===== config.mk =====
export PLATFORM = sky130hd
export DESIGN_NAME = split_ir
export DESIGN_NICKNAME = d
export VERILOG_FILES = /design/src/rtl/split_ir.sv
export SDC_FILE = /design/constraint.sdc
export NUM_CORES = 1
export LEC_CHECK = 0
export ABC_AREA = 1
export ABC_CLOCK_PERIOD_IN_PS = 960
export BUFFER_PORTS_ARGS = -buffer_cell sky130_fd_sc_hd__buf_4
export CORE_UTILIZATION = 40
export DETAILED_ROUTE_END_ITERATION = 12
export PLACE_DENSITY = 0.71
export SLEW_MARGIN = 25
export SYNTH_ARGS = -nofsm -noshare
export SYNTH_HDL_FRONTEND = slang
export SYNTH_SLANG_ARGS = --single-unit

===== constraint.sdc =====
create_clock -name clk -period 0.96 [get_ports clk]
set_input_delay 0.096 -clock clk [delete_from_list [all_inputs] [get_ports clk]]
set_output_delay 0.096 -clock clk [all_outputs]
set_load 0.02 [all_outputs]

===== src/rtl/split_ir.sv =====
module split_ir #(
  parameter int OPC_W = 4,
  parameter int BUS_W = 8
) (
  input  logic             clk,
  input  logic             rst_n,
  input  logic [BUS_W-1:0] bus_in,
  input  logic             load_en,
  input  logic             step0_n,
  input  logic             latch_clr,
  output logic [OPC_W-1:0] opcode,
  output logic [BUS_W-1:0] operand,
  output logic             op_valid
);
  localparam int OPC_TOP = BUS_W - 1;

  logic [OPC_W-1:0] opc_q;
  logic [BUS_W-1:0] opr_q;
  logic             tgt_opr;
  logic             held;
  logic             ld_ok;
  logic             opc_we;
  logic             opr_we;

  assign ld_ok  = load_en & step0_n;
  assign opc_we = ld_ok & ~tgt_opr & ~held;
  assign opr_we = ld_ok & (tgt_opr | held);

  always_ff @(posedge clk or negedge rst_n) begin
    if (!rst_n) begin
      opc_q   <= '0;
      opr_q   <= '0;
      tgt_opr <= 1'b0;
      held    <= 1'b0;
    end else begin
      if (opc_we) opc_q <= bus_in[OPC_TOP -: OPC_W];
      if (opr_we) opr_q <= bus_in;
      if (!step0_n || latch_clr) tgt_opr <= 1'b0;
      else if (ld_ok)            tgt_opr <= ~tgt_opr;
      if (latch_clr)             held <= 1'b0;
      else if (opr_we && !held)  held <= 1'b1;
    end
  end

  assign opcode   = held ? opc_q : '0;
  assign operand  = opr_q;
  assign op_valid = held;
endmodule


After elaboration in Yosys (flattened, before gate mapping)
Cells that the tools add are included.
{ "totals": {"register_bits": 14, "in_bits": 13, "output_inout_bits": 13} }
{ "classes": {"n_mux": 5, "bitwise_logic": 7, "reduce_logical": 6} }
{ "op_table": {"columns": ["cell", "n"], "rows": [
  ["$and 1x1->1", 4],
  ["$mux 1", 4],
  ["$mux 4", 1],
  ["$reduce_bool 2->1", 2],
  ["$logic_not 1->1", 2],
  ["$not 1->1", 2],
  ["$logic_and 1x1->1", 1],
  ["$logic_or 1x1->1", 1],
  ["$or 1x1->1", 1]
]} }

Logic depth before layout (Yosys ltp)
{ "logic_depth": {"ltp_word": 5, "ltp_mapped": 5, "mapped_depth_nobuf": 5} }

Worst setup path before layout
Ideal clock, no wire load.
{ "synth_timing": {"path_kind": "flip-flop to flip-flop", "start": "register held (netlist: op_valid)", "end": "register opc_q[0]", "arrival_time_ps": 926, "required_ps": 843, "setup_slack_ps": -83, "stages_incl_launch_ff": 5, "n_path_buf": 0, "period_less_slack_ps": 1043, "cell_sequence": "dfrtp_1 > nor2_2 > nand2_1 > nand2_1 > nand2_1"} }
{ "synth_between": {"elab_chain_cells": 2} }
{ "synth_rtl": {"columns": ["item", "line", "text"], "rows": [
  ["start: declaration", "20", "logic held;"],
  ["start signal: assignment", "34", "held <= 1'b0;"],
  ["start signal: assignment", "40", "if (latch_clr) held <= 1'b0;"],
  ["start signal: assignment", "41", "else if (opr_we && !held) held <= 1'b1;"],
  ["$not 1->1", "26", "assign opc_we = ld_ok & ~tgt_opr & ~held;"],
  ["$and 1x1->1", "26", null],
  ["end signal: assignment", "36", "if (opc_we) opc_q <= bus_in[OPC_TOP -: OPC_W];"],
  ["end: declaration", "17", "logic [OPC_W-1:0] opc_q;"]
]} }
No other way between the ends.
A chain may end at the register's enable or synchronous reset.

Worst setup path in the final report
{ "layout_timing": {"start": "register held (netlist: op_valid)", "end": "output port opcode[0]"} }
{ "layout_between": {"elab_chain_cells": 1} }
{ "layout_rtl": {"columns": ["item", "line", "text"], "rows": [
  ["$mux 4", "45", "assign opcode = held ? opc_q : '0;"],
  ["end: declaration", "11", "output logic [OPC_W-1:0] opcode,"]
]} }
No other way between the ends.

==> flow_summary.toml <==
[finish]
utilization_pct = 66.8
filler_cell_count = 124
finalNetCount = 122
number_of_antenna_repair_diodes = 0
final_cell_mix = "sky130_fd_sc_hd__nand2_1 (30), sky130_fd_sc_hd__buf_4 (24), sky130_fd_sc_hd__nand3_1 (13), sky130_fd_sc_hd__dfrtp_1 (13), sky130_fd_sc_hd__inv_1 (6)"
layout_commonest_cell = "sky130_fd_sc_hd__nand2_1"
postLayoutCellArea_um2 = 913
post_route_cells_drive_above_1_share_pct = 38.0
flow.area_growth_from_synthesis_pct = 47.2

[worst_setup_path]
critical_path_arrival_ps = 990
cells_along_the_critical_path = "nand2_1 > inv_1 > buf_6"
max_stage_delay_ps = 470
timing_worst_setup_path_type = "reg -> out"
crit_fanout = 8
critical_path_required_ps = 860
critical_path.slowest_cell = "sky130_fd_sc_hd__dfrtp_2"
timing.critical_path.to_type = "output pin"
crit_path_start_kind = "flip-flop"

[sta]
slew_violations = 0
post_route_setup_slack_ps = -122
timing.clock.skew_ps = 6.73
layout_min_cycle_time_ps = 1080
max_clock_freq_mhz = 924
setup_viol = 17
final-hold-violation-count = 0
relative_slew_margins_pct = 83.8
final_worst_path_period_share_pct = 113
setup_repair_after_global_routing_missed_its_margin = "yes"
worst_pin_slew_ps = 243

[status]
violations = "negative setup slack"
run_status = "finished with violations"

[routing]
drc = 0
viasPerCell = 4.64
final_wirelength_um = 1260
dr_total_vias = 571
wl_per_cell_um = 10.2
drt_first_iter_violations = 14
drt_pass1_iterations = 4
ant_nets = 0

[floorplanning]
row_count = 13
die_w_um = 41.4
fp.coreArea_um2 = 1370
count_of_boundary_i_o_pins = 26
floorplan.initialDensity_pct = 45.4
floorplan.die_area_um2 = 1710
die-height_um = 41.4

[power]
cellLeakagePower_nw = 0.549
power_density_nw_per_um2 = 1730
vdd_ir_drop_max_v = 0.00114
total_power_mw = 1.58

[clock_network]
clock_tree.htree_level_count = 1
path_clk_slew_ps = 80
cts_num_sinks = 14
number_of_buffers_on_the_longest_clock_path = 2
clk_latency_ps = 270
cts_tree = "built"
cts_root_buffer = "sky130_fd_sc_hd__clkbuf_4"
numCtsBuffers = 3

[placement]
port_buffers = 25
place_congestion = 0.673
place_area_um2 = 833
dpl_worst_slack_ps = -14.2
detailed_place_hpwl_um = 927

[worst_hold_path]
min-delay-path-class = "in -> reg"

[yosys]
post_synth_inst_count = 75
synthDistinctLibCells = 10
post_synth_instance_area_um2 = 621
synth_seq_area_share_pct = 56.5
syn-mean-instance-area_um2 = 8.27
synth_fp_nets = 88
ys_warn_count = 0
ys_ff_latch = 14

[global_route]
first_pass_grt_wire_length_um = 1830
maximum_number_of_pins_on_one_net_before_global_route_repair = 15
grt_antenna_before_repair = 0
global_route.usage.total_pct = 17.4
grt_remaining_overflow = 0
first_global_vias = 464

[job]
maxCapViolCount = 0
## final timing paths
path	startpoint	end	slack [ps]	depth (start not counted)
setup / recovery	op_valid	opcode[0]	-120	3
hold reg to reg	operand[2]	operand[2]	480	2
setup reg to reg	op_valid	opc_q[3]	-110	5
hold / removal	latch_clr	op_valid	40	4
min in group asynchronous	rst_n	opc_q[3]	200	2
max in group asynchronous	rst_n	op_valid	580	2
## logic make-up (layout without fill, tap and decap cells)
family | count (synthesis) | count (layout) | share of synthesized area (%)
AO/OA/AOI/OAI | 1 | 1 | 1.21
buffers and inverters | 10 | 42 | 6.65
flip-flops | 14 | 14 | 56.5
AND/OR/NAND/NOR | 50 | 51 | 35.7
## cell type report
cell class              count  area (µm²)  area share, %
clock buffers               4        26.3           2.88
well taps                  15        18.8           2.05
inverters                   9        36.3           3.97
flip-flops and latches     14         352           38.5
repair buffers             29         235           25.8
multi-input cells          52         245           26.8
## metrics by stage
stage / TNS, ps / hold WS, ps / std cells
finish: -1510 / 41.8 / 123
global route: -2570 / 47.8 / 123
CTS: -1440 / 36.3 / 123
detailed placement: -14.2 / -47.3 / 115
global placement: 0 / -48.5 / 115
floorplan: 0 / -200 / 75
## registers in the layout, summed over array words and instances, names as in the netlist
signal / cells
tgt_opr: 1
op_valid: 1
opc_q: 4
operand: 8
## synthesized netlist by cell type (all sizes together)
library cell	instances	share of area, %
buf	1	1.2
dfrtp	14	56
inv	9	5.4
nand2	34	23
nand3	13	10
nor2	3	2.2
o21bai	1	1.2
## worst max-delay path, delay by kind of cell, from the launching register on
kind / cells / cell delay (ps)
buf+inv: 2 / 160
flops: 1 / 470
simple gates: 1 / 80
## metal layers
metal | share of wire, % | global-route usage (%) | vias to the layer above
li1 | - | - | 298
met1 | 45 | 20.3 | 254
met2 | 49 | 27.3 | 19
met3 | 5.5 | 9.57 | 0
met4 | 0 | 4.84 | 0
met5 | 0 | 0 | -
## report_power, final
part	internal [mW]	total, mW	switching, mW	leakage, nW
clock network	0.161	0.336	0.175	0.0150
logic	0.210	0.471	0.262	0.358
registers	0.705	0.770	0.0653	0.176
## what timing repair did
item                       4_1_cts  5_1_grt
buffers inserted                 2        0
hold endpoints to repair        14        0
cloned                           1        0
pin swaps                        6        2
hold buffers                     1        0
resized for setup                5        2
setup endpoints to repair       12       17
Power figures use the tool's default switching activity.
